File: src/rtl/wwd_pkg.sv
package wwd_pkg;

   // word indices (byte offset / 4); software depends on these
   localparam logic [2:0] IDX_UNLOCK = 3'd0;
   localparam logic [2:0] IDX_CTRL   = 3'd1;
   localparam logic [2:0] IDX_RSVD   = 3'd2;
   localparam logic [2:0] IDX_CLOSED = 3'd3;
   localparam logic [2:0] IDX_OPEN   = 3'd4;

   // control/status bit positions
   localparam int BIT_EN   = 0;
   localparam int BIT_KICK = 8;
   localparam int BIT_FLAG = 16;

   typedef enum logic [1:0] {
      WS_IDLE   = 2'd0,
      WS_CLOSED = 2'd1,
      WS_OPEN   = 2'd2
   } wstate_t;

   typedef struct packed {
      logic unlock;
      logic ctrl;
      logic closed;
      logic open;
   } sel_t;

endpackage

File: src/rtl/wwd_decode.sv
module wwd_decode
   import wwd_pkg::*;
#(
   parameter int ADDR_W = 5
) (
   input  logic [ADDR_W-1:0] addr,
   output sel_t              hit
);
   localparam int IW = ADDR_W - 2;

   logic [IW-1:0] idx;
   logic          aligned;

   assign idx     = addr[ADDR_W-1:2];
   assign aligned = (addr[1:0] == 2'b00);

   always_comb begin
      hit.unlock = aligned && (idx == IW'(IDX_UNLOCK));
      hit.ctrl   = aligned && (idx == IW'(IDX_CTRL));
      hit.closed = aligned && (idx == IW'(IDX_CLOSED));
      hit.open   = aligned && (idx == IW'(IDX_OPEN));
   end
endmodule

File: src/rtl/wwd_access.sv
module wwd_access (
   input  logic clk,
   input  logic rst_n,
   input  logic wr_unlock,
   input  logic wr_prot,
   input  logic unlock_bit,
   input  logic enabled,
   output logic unlock_q,
   output logic accept
);
   // guarded write passes with a live unlock, or whenever the timer is stopped
   assign accept = wr_prot & (unlock_q | ~enabled);

   always_ff @(posedge clk) begin
      if (!rst_n) begin
         unlock_q <= 1'b0;
      end else if (wr_unlock) begin
         unlock_q <= unlock_bit;
      end else if (accept) begin
         unlock_q <= 1'b0;
      end
   end
endmodule

File: src/rtl/wwd_regs.sv
module wwd_regs
   import wwd_pkg::*;
#(
   parameter int DATA_W = 32,
   parameter int CNT_W  = 32
) (
   input  logic              clk,
   input  logic              rst_n,
   input  sel_t              hit,
   input  logic              accept,
   input  logic [DATA_W-1:0] wdata,
   input  logic              unlock_q,
   input  logic              fault,
   output logic              en_q,
   output logic [CNT_W-1:0]  closed_q,
   output logic [CNT_W-1:0]  open_q,
   output logic              flag_q,
   output logic              kick,
   output logic [DATA_W-1:0] rdata
);
   logic              wr_ctrl;
   logic [DATA_W-1:0] closed_rd;
   logic [DATA_W-1:0] open_rd;

   assign wr_ctrl = accept & hit.ctrl;
   // kick keeps the timer enabled and only counts while it already runs
   assign kick    = wr_ctrl & wdata[BIT_KICK] & wdata[BIT_EN] & en_q;

   always_ff @(posedge clk) begin
      if (!rst_n) begin
         en_q     <= 1'b0;
         closed_q <= '0;
         open_q   <= '0;
         flag_q   <= 1'b0;
      end else begin
         if (wr_ctrl) begin
            en_q <= wdata[BIT_EN];
         end
         if (accept && hit.closed) begin
            closed_q <= wdata[CNT_W-1:0];
         end
         if (accept && hit.open) begin
            open_q <= wdata[CNT_W-1:0];
         end
         if (fault) begin
            flag_q <= 1'b1;
         end else if (wr_ctrl && wdata[BIT_FLAG]) begin
            flag_q <= 1'b0;
         end
      end
   end

   generate
      if (CNT_W < DATA_W) begin : g_pad
         assign closed_rd = {{(DATA_W-CNT_W){1'b0}}, closed_q};
         assign open_rd   = {{(DATA_W-CNT_W){1'b0}}, open_q};
      end else begin : g_full
         assign closed_rd = closed_q;
         assign open_rd   = open_q;
      end
   endgenerate

   always_comb begin
      rdata = '0;
      if (hit.unlock) begin
         rdata[0] = unlock_q;
      end
      if (hit.ctrl) begin
         rdata[BIT_EN]   = en_q;
         rdata[BIT_FLAG] = flag_q;
      end
      if (hit.closed) begin
         rdata = closed_rd;
      end
      if (hit.open) begin
         rdata = open_rd;
      end
   end
endmodule

File: src/rtl/wwd_window.sv
module wwd_window
   import wwd_pkg::*;
#(
   parameter int CNT_W = 32
) (
   input  logic             clk,
   input  logic             rst_n,
   input  logic             enable,
   input  logic             kick,
   input  logic [CNT_W-1:0] closed_cnt,
   input  logic [CNT_W-1:0] open_cnt,
   output logic             fault,
   output logic             rst_req
);
   wstate_t          st_q;
   logic [CNT_W-1:0] cnt_q;
   logic             last;

   // a count of 0 or 1 both mean a single cycle
   assign last  = (cnt_q <= CNT_W'(1));
   assign fault = enable & (((st_q == WS_CLOSED) & kick) |
                            ((st_q == WS_OPEN) & ~kick & last));

   always_ff @(posedge clk) begin
      if (!rst_n) begin
         st_q    <= WS_IDLE;
         cnt_q   <= '0;
         rst_req <= 1'b0;
      end else begin
         rst_req <= fault;
         if (!enable) begin
            st_q  <= WS_IDLE;
            cnt_q <= '0;
         end else begin
            unique case (st_q)
               WS_CLOSED: begin
                  if (kick) begin
                     cnt_q <= closed_cnt;
                  end else if (last) begin
                     st_q  <= WS_OPEN;
                     cnt_q <= open_cnt;
                  end else begin
                     cnt_q <= cnt_q - CNT_W'(1);
                  end
               end
               WS_OPEN: begin
                  if (kick || last) begin
                     st_q  <= WS_CLOSED;
                     cnt_q <= closed_cnt;
                  end else begin
                     cnt_q <= cnt_q - CNT_W'(1);
                  end
               end
               default: begin
                  st_q  <= WS_CLOSED;
                  cnt_q <= closed_cnt;
               end
            endcase
         end
      end
   end
endmodule

File: src/rtl/wwd_timer.sv
module wwd_timer
   import wwd_pkg::*;
#(
   parameter int ADDR_W = 5,
   parameter int DATA_W = 32,
   parameter int CNT_W  = 32
) (
   input  logic              clk,
   input  logic              rst_n,
   input  logic [ADDR_W-1:0] bus_addr,
   input  logic              bus_we,
   input  logic [DATA_W-1:0] bus_wdata,
   output logic [DATA_W-1:0] bus_rdata,
   output logic              rst_req,
   output logic              irq
);
   generate
      if (ADDR_W < 5) begin : g_bad_addr
         $error("wwd_timer: ADDR_W must reach offset 0x10");
      end
      if (DATA_W < BIT_FLAG + 1) begin : g_bad_data
         $error("wwd_timer: DATA_W must hold the flag bit");
      end
      if (CNT_W < 1 || CNT_W > DATA_W) begin : g_bad_cnt
         $error("wwd_timer: CNT_W must be 1..DATA_W");
      end
   endgenerate

   sel_t             hit;
   logic             unlock_q;
   logic             accept;
   logic             en_q;
   logic [CNT_W-1:0] closed_q;
   logic [CNT_W-1:0] open_q;
   logic             flag_q;
   logic             kick;
   logic             fault;
   logic             wr_prot;

   assign wr_prot = bus_we & (hit.ctrl | hit.closed | hit.open);

   wwd_decode #(.ADDR_W(ADDR_W)) dec_i (
      .addr (bus_addr),
      .hit  (hit)
   );

   wwd_access acc_i (
      .clk        (clk),
      .rst_n      (rst_n),
      .wr_unlock  (bus_we & hit.unlock),
      .wr_prot    (wr_prot),
      .unlock_bit (bus_wdata[0]),
      .enabled    (en_q),
      .unlock_q   (unlock_q),
      .accept     (accept)
   );

   wwd_regs #(.DATA_W(DATA_W), .CNT_W(CNT_W)) regs_i (
      .clk      (clk),
      .rst_n    (rst_n),
      .hit      (hit),
      .accept   (accept),
      .wdata    (bus_wdata),
      .unlock_q (unlock_q),
      .fault    (fault),
      .en_q     (en_q),
      .closed_q (closed_q),
      .open_q   (open_q),
      .flag_q   (flag_q),
      .kick     (kick),
      .rdata    (bus_rdata)
   );

   wwd_window #(.CNT_W(CNT_W)) win_i (
      .clk        (clk),
      .rst_n      (rst_n),
      .enable     (en_q),
      .kick       (kick),
      .closed_cnt (closed_q),
      .open_cnt   (open_q),
      .fault      (fault),
      .rst_req    (rst_req)
   );

   assign irq = flag_q;
endmodule

File: config.mk
export PLATFORM = sky130hd
export DESIGN_NAME = wwd_timer
export DESIGN_NICKNAME = d
export VERILOG_FILES = /design/src/rtl/wwd_pkg.sv /design/src/rtl/wwd_decode.sv /design/src/rtl/wwd_access.sv /design/src/rtl/wwd_regs.sv /design/src/rtl/wwd_window.sv /design/src/rtl/wwd_timer.sv
export SDC_FILE = /design/constraint.sdc
export NUM_CORES = 1
export LEC_CHECK = 0
export BUFFER_PORTS_ARGS = -buffer_cell sky130_fd_sc_hd__buf_2
export CAP_MARGIN = 5
export CORE_MARGIN = 2
export CORE_UTILIZATION = 44
export CTS_BUF_LIST = sky130_fd_sc_hd__clkbuf_2
export CTS_CLUSTER_DIAMETER = 30
export DETAILED_ROUTE_END_ITERATION = 10
export PLACE_DENSITY = 0.6
export SETUP_SLACK_MARGIN = 0.02
export SLEW_MARGIN = 20
export SYNTH_ARGS = -nofsm -noshare
export SYNTH_HDL_FRONTEND = slang
export SYNTH_SLANG_ARGS = --single-unit
File: constraint.sdc
create_clock -name clk -period 8.46 [get_ports clk]
set_clock_uncertainty 0.2 [all_clocks]
set_input_delay 0.423 -clock clk [delete_from_list [all_inputs] [get_ports clk]]
set_output_delay 0.423 -clock clk [all_outputs]
set_load 0.03 [all_outputs]
==> results of run 1 <==
-- worst register-to-register path: stages (launching register included) --
cell and delay (ns):
dfxtp_1 0.41, nor4_1 0.43, and4b_1 0.56, and4_1 0.55, nor2_4 0.23, a221o_1 0.32
a32o_1 0.26
-- sequential cells by signal (all words and copies together), names as in the netlist --
signal and cells:
regs_i.closed_q 32, regs_i.open_q 32, win_i.cnt_q 32, win_i.st_q 2, acc_i.unlock_q 1, regs_i.en_q 1, regs_i.flag_q 1, win_i.rst_req 1
-- cell usage in the layout, fill, tap and decap left out, drive strengths merged, types with 13 or more instances in the layout --
| cell type | count |
|---|---|
| dlygate4sd3 | 34 |
| dfxtp | 102 |
| nand3 | 16 |
| buf | 83 |
| a22o | 34 |
| a221o | 14 |
| a221oi | 13 |
| nor2 | 33 |
| a21boi | 66 |
| nor3 | 16 |
| nand2 | 169 |
-- power groups by stage --
stage	sequential [µW]	combinational [µW]	clock (µW)
finish	483	39.4	307
global route	484	42.3	329
CTS	483	38.6	310
detailed placement	492	26.9	0
global placement	492	26.4	0
floorplan	491	11.4	0
-- stage by stage --
step                hold WS [ns]  power (µW)  utilization, %  instances  instance area, µm²
floorplan                  0.250         503               -        684                5520
global placement           0.273         518            49.1        880                5950
detailed placement         0.282         518            49.1        880                5950
CTS                       0.0569         832            53.3        930                6450
global route               0.101         855            53.3        930                6450
finish                    0.0907         830            53.3        930                6450
-- logic make-up (layout without fill, tap and decap cells) --
logic type | count (synthesis) | count (layout) | share of synthesized area (%)
buf+inv | 62 | 140 | 4.60
compound gates | 199 | 199 | 28.7
simple gates | 290 | 290 | 24.4
mux | 5 | 5 | 0.929
xor+xnor | 22 | 22 | 3.49
flops | 102 | 102 | 37.0
fa+ha+maj | 4 | 4 | 0.907
-- layer usage --
layer | vias to the layer above | track usage, %
met5 | - | 0
met4 | 0 | 10.9
li1 | 2625 | -
met3 | 28 | 4.39
met1 | 2615 | 39.1
met2 | 218 | 39.1
-- layout make-up --
cell class	count	area, µm²
Fill cell	1186	5660
Inverter	7	26.3
Clock inverter	7	120
Multi-Input combinational cell	520	3230
Tap cell	168	210
Timing Repair Buffer	117	781
Sequential cell	102	2040
Clock buffer	9	45.0
-- how the worst min path moves through the flow --
stage | startpoint | to | slack (ns) | cells past startpoint
after floorplan | regs_i.closed_q[30]$_SDFFE_PN0P_ | win_i.cnt_q[30]$_SDFF_PN0_ | 0.25 | 1
after global placement | regs_i.open_q[18]$_SDFFE_PN0P_ | regs_i.open_q[18]$_SDFFE_PN0P_ | 0.27 | 2
after detailed placement | regs_i.open_q[9]$_SDFFE_PN0P_ | regs_i.open_q[9]$_SDFFE_PN0P_ | 0.28 | 2
after CTS | bus_addr[0] | acc_i.unlock_q$_SDFFE_PN0P_ | 0.06 | 5
after global routing | bus_addr[3] | regs_i.flag_q$_SDFFE_PN0P_ | 0.10 | 4
final | bus_addr[0] | acc_i.unlock_q$_SDFFE_PN0P_ | 0.09 | 5
==> out/metrics.yaml, run 1 <==
outcome:
  status: "finished clean"
setup_path:
  critPathArrivalTime_ns: 3.35
  path_class: "reg -> reg"
  cpLargestDelayFamily: "simple AND/OR/NAND/NOR gates"
  path_buf_inv: 0
  ff2ff_path_depth: 6
  startpoint_type: "flop"
  critPathMaxStageDelay_ns: 0.56
  cp-endpoint: "win_i.cnt_q[5]$_SDFF_PN0_"
  r2r_end: "win_i.cnt_q[5]$_SDFF_PN0_"
  slowest_stage: "and4b_1"
  reg2reg_slack_ns: 5.45
  end_kind: "flop"
  crit_chain: "nor4_1, and4b_1, and4_1, nor2_4, a221o_1, a32o_1"
  cp.depth: 6
  crit_required_ns: 8.80
  cp-startpoint: "win_i.cnt_q[6]$_SDFF_PN0_"
  r2r_start: "win_i.cnt_q[6]$_SDFF_PN0_"
  cp_max_fo: 24
logic_synthesis:
  synth-async-reset-ratio_pct: 0
  ys_warn_count: 0
  synth_ff_type: "dfxtp_1"
  yosys.area.top_type: "dfxtp_1"
  synth_seq_cells: 102
  synth_edf_count: 0
  synth_commonest_cells: "nand2_1 (169), dfxtp_1 (102), a21boi_0 (66)"
  synth.avg_cell_area_um2: 8.07
  yosysMostFrequentCell: "nand2_1"
  synth.distinct_cells: 62
  netlist_area_um2: 5520
  netlist_top_cells_area: "dfxtp_1 (37%), nand2_1 (11%), a21boi_0 (9.0%)"
  syn_nets: 728
  ys_seq_area_share_pct: 37.0
  syn_inst: 684
  synth_top_area_share_pct: 37.0
final_layout:
  area_growth_pct: 16.9
  drive_above_1_share_pct: 15.2
  fin_nets: 801
  antenna_cells: 0
drt:
  first_pass_iters: 5
  drt_wl_total_um: 17100
  route.met3.wl_um: 1160
  wire_per_inst_um: 18.4
  drc: 0
  drt-met1-wl_um: 8200
  routed-wl-met2_um: 7360
  drt_iter0_drc: 449
  highest_layer: "met4"
  drtAntennaViolNets: 0
  vias_per_cell: 5.90
  vias: 5486
floorplanning:
  dieArea_um2: 13500
  dieWidth_um: 116
  start_util_pct: 45.6
  rows: 40
  die_y_um: 116
  ios: 74
  coreArea_um2: 12100
global_routing:
  gr-total-overflow: 0
  grt_max_degree: 71
  antenna_found_initial: 0
  grt_usage_pct: 26.7
  grt_pass1_wl_um: 28000
  grt_pass1_vias: 5294
clock_network:
  post-cts-setup-buffer-count: 0
  cts_tree: "done"
  ctsResizeCount: 0
  hold_buffers: 34
  clkTransAtPathRegs_ns: 0.27
  clock-sinks: 102
  cts_buffers: 9
  htreeDepth: 3
  clk_path_buf_depth: 2
  root_buffer: "clkbuf_2"
  clkLatencyLatePin_ns: 0.64
sta:
  slew_viol_final: 0
  post-route-period-util_pct: 35.5
  tightestPinTransition_ns: 0.831
  period_needed_ns: 3.01
  hold_viol: 0
  fin_setup_tns_ns: 0
  setup_viol: 0
  rsz0062_at_grt: "no"
  fin_ws_ns: 5.45
  timing.fmax_mhz: 333
  max_slew_margin_pct: 44.2
placement:
  hpwl_um: 11500
  place_ws_ns: 5.15
  port_buffers: 73
  place_congestion: 0.910
pwr:
  power_density_nw_per_um2: 129
  swShare_pct: 23.7
  worst_ir_drop_vdd_mv: 0.0776
  leakage_uw: 0.00246
  p_comb_share_pct: 4.7
  p_switching_uw: 196
  intPower_uw: 633
  seqPwrFrac_pct: 58.3
  clockPowerShare_pct: 37.0
hold_path:
  hold_class: "in -> reg"
run:
  maxCapViolations: 0
Power figures use the tool's default switching activity.
==> run 2: changes to the inputs <==
==> constraint.sdc (replaced) <==
create_clock -name clk -period 2.8 [get_ports clk]
set_clock_uncertainty 0.2 [all_clocks]
set_input_delay 0.14 -clock clk [delete_from_list [all_inputs] [get_ports clk]]
set_output_delay 0.14 -clock clk [all_outputs]
set_load 0.03 [all_outputs]
==> out/metrics.yaml, run 2 (same netlist as run 1, synthesis figures left out) <==
pwr:
  worst_ir_drop_vdd_mv: 0.254  # +230%
  leakage_uw: 0.00266  # +8.1%
  power_uw: 2270  # +170%
  power_density_nw_per_um2: 336  # +160%
drt:
  vias: 5676  # +3.5%
  drt_iter0_drc: 461  # +2.7%
  drt_wl_total_um: 17400  # +1.4%
  drtAntennaViolNets: 0  # unchanged
  first_pass_iters: 5  # unchanged
  drc: 0  # unchanged
  wire_per_inst_um: 17.9  # -2.7%
  vias_per_cell: 5.86  # -0.70%
floorplanning:
  die_y_um: 116  # unchanged
  dieWidth_um: 116  # unchanged
  dieArea_um2: 13500  # unchanged
  ios: 74  # unchanged
  coreArea_um2: 12100  # unchanged
  rows: 40  # unchanged
  start_util_pct: 45.6  # unchanged
global_routing:
  antenna_found_initial: 0  # unchanged
  grt_max_degree: 70  # -1.4%
  gr-total-overflow: 0  # unchanged
  grt_pass1_vias: 5326  # +0.60%
  grt_usage_pct: 26.8  # about the same
  grt_pass1_wl_um: 28100  # +0.27%
clock_network:
  clock-sinks: 102  # unchanged
  post-cts-setup-buffer-count: 0  # unchanged
  cts_buffers: 9  # unchanged
  clk_path_buf_depth: 2  # unchanged
  clkTransAtPathRegs_ns: 0.28  # about the same
  root_buffer: "clkbuf_2"
  htreeDepth: 3  # unchanged
  clkLatencyLatePin_ns: 0.62  # -0.02 ns
  cts_tree: "done"
setup_path:
  critPathArrivalTime_ns: 3.04  # -0.31 ns
  crit_path_frequent_cell: "or4_4"
  slowest_stage: "or4_4"
  critPathMaxStageDelay_ns: 0.56  # about the same
  cpLargestDelayFamily: "simple AND/OR/NAND/NOR gates"
  crit_chain: "or4_4, or4_4, o21ai_1, or4b_1, a31o_1, a22o_1"
  end_kind: "flop"
  path_class: "reg -> reg"
  startpoint_type: "flop"
  crit_required_ns: 3.14  # -5.66 ns
  cp_max_fo: 7  # -71%
  path_buf_inv: 0  # unchanged
hold_path:
  hold_class: "in -> reg"
final_layout:
  drive_above_1_share_pct: 18.1  # +2.9 points
  final_util_pct: 55.9  # +2.6 points
  final_cells: 969  # +4.2%
  mostFrequentLayoutCells: "nand2_1 (169), dfxtp_1 (100), buf_2 (73)"
  area_growth_pct: 22.6
  mostFrequentLayoutCell: "nand2_1"
  antenna_cells: 0  # unchanged
  fillerInstances: 1174  # -1.0%
  reg_top3: "regs_i.closed_q x32, regs_i.open_q x32, win_i.cnt_q x32"
  fin_nets: 840  # +4.9%
sta:
  setup_viol: 0  # unchanged
  max_slew_margin_pct: 49.2  # +5.0 points
  fin_setup_tns_ns: 0  # unchanged
  period_needed_ns: 2.71  # -0.302 ns
  tightestPinTransition_ns: 0.763  # -0.0687 ns
  post-route-period-util_pct: 96.6  # +61 points
  slew_viol_final: 0  # unchanged
  hold_viol: 0  # unchanged
  rsz0062_at_grt: "no"
  timing.fmax_mhz: 370  # +11%
outcome:
  status: "finished clean"
run:
  maxCapViolations: 0  # unchanged
placement:
  place_congestion: 0.925  # +1.6%
  dp_cells: 907  # +3.1%
  port_buffers: 73  # unchanged
  hpwl_um: 12400  # +7.5%
[run 2: cell count changes in the layout (fill, tap and decap cells not counted), moves of 2 or more]
cell           previous run  this run
dlygate4sd3_1            34        46
dfxtp_1                 102       100
dfxtp_2                   0         2
inv_6                     1         3
buf_12                    0         3
bufinv_16                 3         0
buf_4                    10        34
[run 2: what timing repair did]
| item | in CTS | in global routing |
|---|---|---|
| gates resized for setup | 0 | 5 |
| endpoints found under the hold margin | 70 | 0 |
| hold buffers | 46 | 0 |
| setup endpoints to repair | 0 | 10 |
[run 2: path summary, 6_finish.rpt]
check                                                    start                              to  slack [ns]  cells past startpoint
worst min register to register  regs_i.open_q[20]$_SDFFE_PN0P_  regs_i.open_q[20]$_SDFFE_PN0P_        0.30                      2
worst max register to register       win_i.cnt_q[2]$_SDFF_PN0_      win_i.cnt_q[13]$_SDFF_PN0_        0.09                      6
worst min-delay path                               bus_addr[1]      regs_i.flag_q$_SDFFE_PN0P_        0.04                      7
worst max-delay path                 win_i.cnt_q[2]$_SDFF_PN0_      win_i.cnt_q[13]$_SDFF_PN0_        0.09                      6
[run 2: cell type report]
type,count,area [µm²],area share [%]
multi-input cells,520,3240,47.9
flip-flops and latches,102,2040,30.2
repair buffers,156,1140,16.9
well taps,168,210,3.11
clock inverters,7,55.1,0.814
clock buffers,9,45.0,0.666
inverters,7,26.3,0.388
[run 2: worst min-delay path: stages]
cell	delay [ns]
buf_2	0.11
nor2_1	0.06
o211ai_1	0.11
a21oi_1	0.05
buf_4	0.15
nand3_1	0.08
a31o_2	0.14
[run 2: per-layer routing]
metal	up-vias	part of all wire [%]	global-route usage (%)
li1	2705	-	-
met1	2716	48	39.3
met2	225	43	39.6
met3	30	6.9	4.08
met4	0	2.3	10.0
met5	-	0	0
[run 2: power breakdown]
part	total [µW]	switching [µW]	internal [µW]
Clock	689	557	132
Sequential	1460	1.06	1460
Combinational	125	52.4	72.4
Total	2270	610	1660
[run 2: through the flow]
step | worst slack (ns) | cell area, µm² | hold WS [ns]
2_1_floorplan | 0.138 | 5520 | 0.0849
3_3_place_gp | 0.173 | 6190 | 0.202
3_5_place_dp | 0.149 | 6190 | 0.210
4_1_cts | 0.121 | 6750 | 0.00673
5_1_grt | 0.0250 | 6770 | 0.0363
6_report | 0.0944 | 6770 | 0.0385
==> run 3: changes to the inputs <==
==> constraint.sdc (replaced) <==
create_clock -name clk -period 2.6 [get_ports clk]
set_clock_uncertainty 0.2 [all_clocks]
set_input_delay 0.13 -clock clk [delete_from_list [all_inputs] [get_ports clk]]
set_output_delay 0.13 -clock clk [all_outputs]
set_load 0.03 [all_outputs]
==> out/metrics.yaml, run 3 (same netlist as run 1, synthesis figures left out) <==
drt:
  drt_iter0_drc: 405  # -12%
  drt_wl_total_um: 17000  # -1.8%
  highest_layer: "met4"
  routed-wl-met2_um: 7500  # about the same
  vias_per_cell: 5.76  # -1.7%
  drt-met1-wl_um: 8130  # -1.5%
  route.met3.wl_um: 1160  # -3.2%
  drc: 0  # unchanged
  wire_per_inst_um: 17.3  # -3.2%
  drtAntennaViolNets: 0  # unchanged
  vias: 5662  # -0.25%
  first_pass_iters: 6  # +1
pwr:
  worst_ir_drop_vdd_mv: 0.278  # +9.5%
  leakage_uw: 0.00276  # +3.9%
  power_density_nw_per_um2: 399  # +19%
  power_uw: 2800  # +23%
sta:
  slew_viol_final: 0  # unchanged
  setup_viol: 0  # unchanged
  max_slew_margin_pct: 51.5  # +2.3 points
  fin_ws_ns: 0.0148  # -0.0796 ns
  tightestPinTransition_ns: 0.728  # -0.0349 ns
  timing.fmax_mhz: 387  # +4.7%
  hold_viol: 0  # unchanged
  post-route-period-util_pct: 99.4  # +2.8 points
  rsz0062_at_grt: "yes"
  period_needed_ns: 2.59  # -0.120 ns
  holdWs_ns: 0.0268  # -0.0117 ns
  fin_setup_tns_ns: 0  # unchanged
clock_network:
  clk_path_buf_depth: 2  # unchanged
  root_buffer: "clkbuf_2"
  htreeDepth: 3  # unchanged
  cts_buffers: 9  # unchanged
  cts_tree: "done"
  clkLatencyLatePin_ns: 0.60  # -0.02 ns
  clock-sinks: 102  # unchanged
  clkTransAtPathRegs_ns: 0.28  # about the same
setup_path:
  cp_max_fo: 2  # -5
  crit_required_ns: 2.94  # -0.20 ns
  reg2reg_slack_ns: 0.01  # -0.08 ns
  end_kind: "flop"
  ff2ff_path_depth: 6  # unchanged
  startpoint_type: "flop"
  cp-startpoint: "win_i.cnt_q[2]$_SDFF_PN0_"
  r2r_end: "win_i.cnt_q[13]$_SDFF_PN0_"
  r2r_start: "win_i.cnt_q[2]$_SDFF_PN0_"
  critPathArrivalTime_ns: 2.93  # -0.11 ns
  path_class: "reg -> reg"
  cp-endpoint: "win_i.cnt_q[13]$_SDFF_PN0_"
final_layout:
  fillerInstances: 1167  # -0.60%
  area_growth_pct: 26.9
  drive_above_1_share_pct: 21.6  # +3.5 points
  final_util_pct: 57.8  # +2.0 points
  multi_input_area_um2: 3280  # +1.0%
  reg_top3: "regs_i.closed_q x32, regs_i.open_q x32, win_i.cnt_q x32"
  fin_nets: 854  # +1.7%
  seq_area_um2: 2050  # +0.37%
  antenna_cells: 0  # unchanged
  mostFrequentLayoutCells: "nand2_1 (169), dfxtp_1 (98), buf_2 (73)"
  mostFrequentLayoutCell: "nand2_1"
placement:
  place_ws_ns: -0.0647  # -0.214 ns
  port_buffers: 73  # unchanged
  place_congestion: 0.956  # +3.4%
  hpwl_um: 12200  # -1.8%
global_routing:
  grt_usage_pct: 26.3  # -0.49 points
  grt_pass1_vias: 5287  # -0.73%
  grt_pass1_wl_um: 27600  # -1.9%
  gr-total-overflow: 0  # unchanged
  grt_max_degree: 62  # -11%
  antenna_found_initial: 0  # unchanged
floorplanning:
  die_y_um: 116  # unchanged
  ios: 74  # unchanged
  rows: 40  # unchanged
  coreArea_um2: 12100  # unchanged
  start_util_pct: 45.6  # unchanged
  dieWidth_um: 116  # unchanged
  dieArea_um2: 13500  # unchanged
hold_path:
  hold_class: "in -> reg"
run:
  maxCapViolations: 0  # unchanged
outcome:
  status: "finished clean"
## run 3: layout make-up
class	count	area share, %
inverters	7	0.375
flip-flops and latches	102	29.3
repair buffers	170	17.9
well taps	168	3.00
clock buffers	9	0.643
clock inverters	7	2.04
multi-input cells	520	46.8
## run 3: how the worst min path moves through the flow
stage,from,endpoint,slack (ns),cells past startpoint
finish,bus_addr[0],regs_i.flag_q$_SDFFE_PN0P_,0.03,7
floorplan,bus_wdata[22],regs_i.open_q[22]$_SDFFE_PN0P_,0.07,2
detailed placement,bus_wdata[2],regs_i.closed_q[2]$_SDFFE_PN0P_,0.20,3
global route,bus_addr[1],regs_i.flag_q$_SDFFE_PN0P_,0.02,7
CTS,bus_addr[0],regs_i.flag_q$_SDFFE_PN0P_,0.01,7
global placement,bus_wdata[23],regs_i.closed_q[23]$_SDFFE_PN0P_,0.19,3
## run 3: report_power, final
part	switching (µW)	leakage, µW	internal [µW]	total [µW]
clock network	574	0.000107	516	1090
registers	1.11	0.000824	1570	1570
logic	56.7	0.00183	79.8	137
## run 3: timing repair
action                                 in CTS  in global routing
resized for setup                           7                 10
setup endpoints to repair                   4                 11
pin swaps                                   4                  2
cloned                                      0                  0
hold buffers                               40                  0
endpoints found under the hold margin      86                  0
setup buffers                               2                  1
## run 3: per-layer routing
metal,global-route usage [%],vias up
met5,0,-
met4,8.02,0
met2,39.4,239
met3,3.97,22
li1,-,2728
met1,38.9,2673
## run 3: critical path, cell delays in order, from the launching register on
cell and delay, ns:
dfxtp_2 0.39, or4_4 0.55, or4_4 0.43, o21ai_1 0.12, or4b_4 0.48, a31o_1 0.19, a22o_1 0.17
## run 3: metrics by stage
step,instance area (µm²),cells
after floorplan,5530,684
after global placement,6330,924
after detailed placement,6330,924
after CTS,6960,982
after global routing,7000,983
final,7000,983
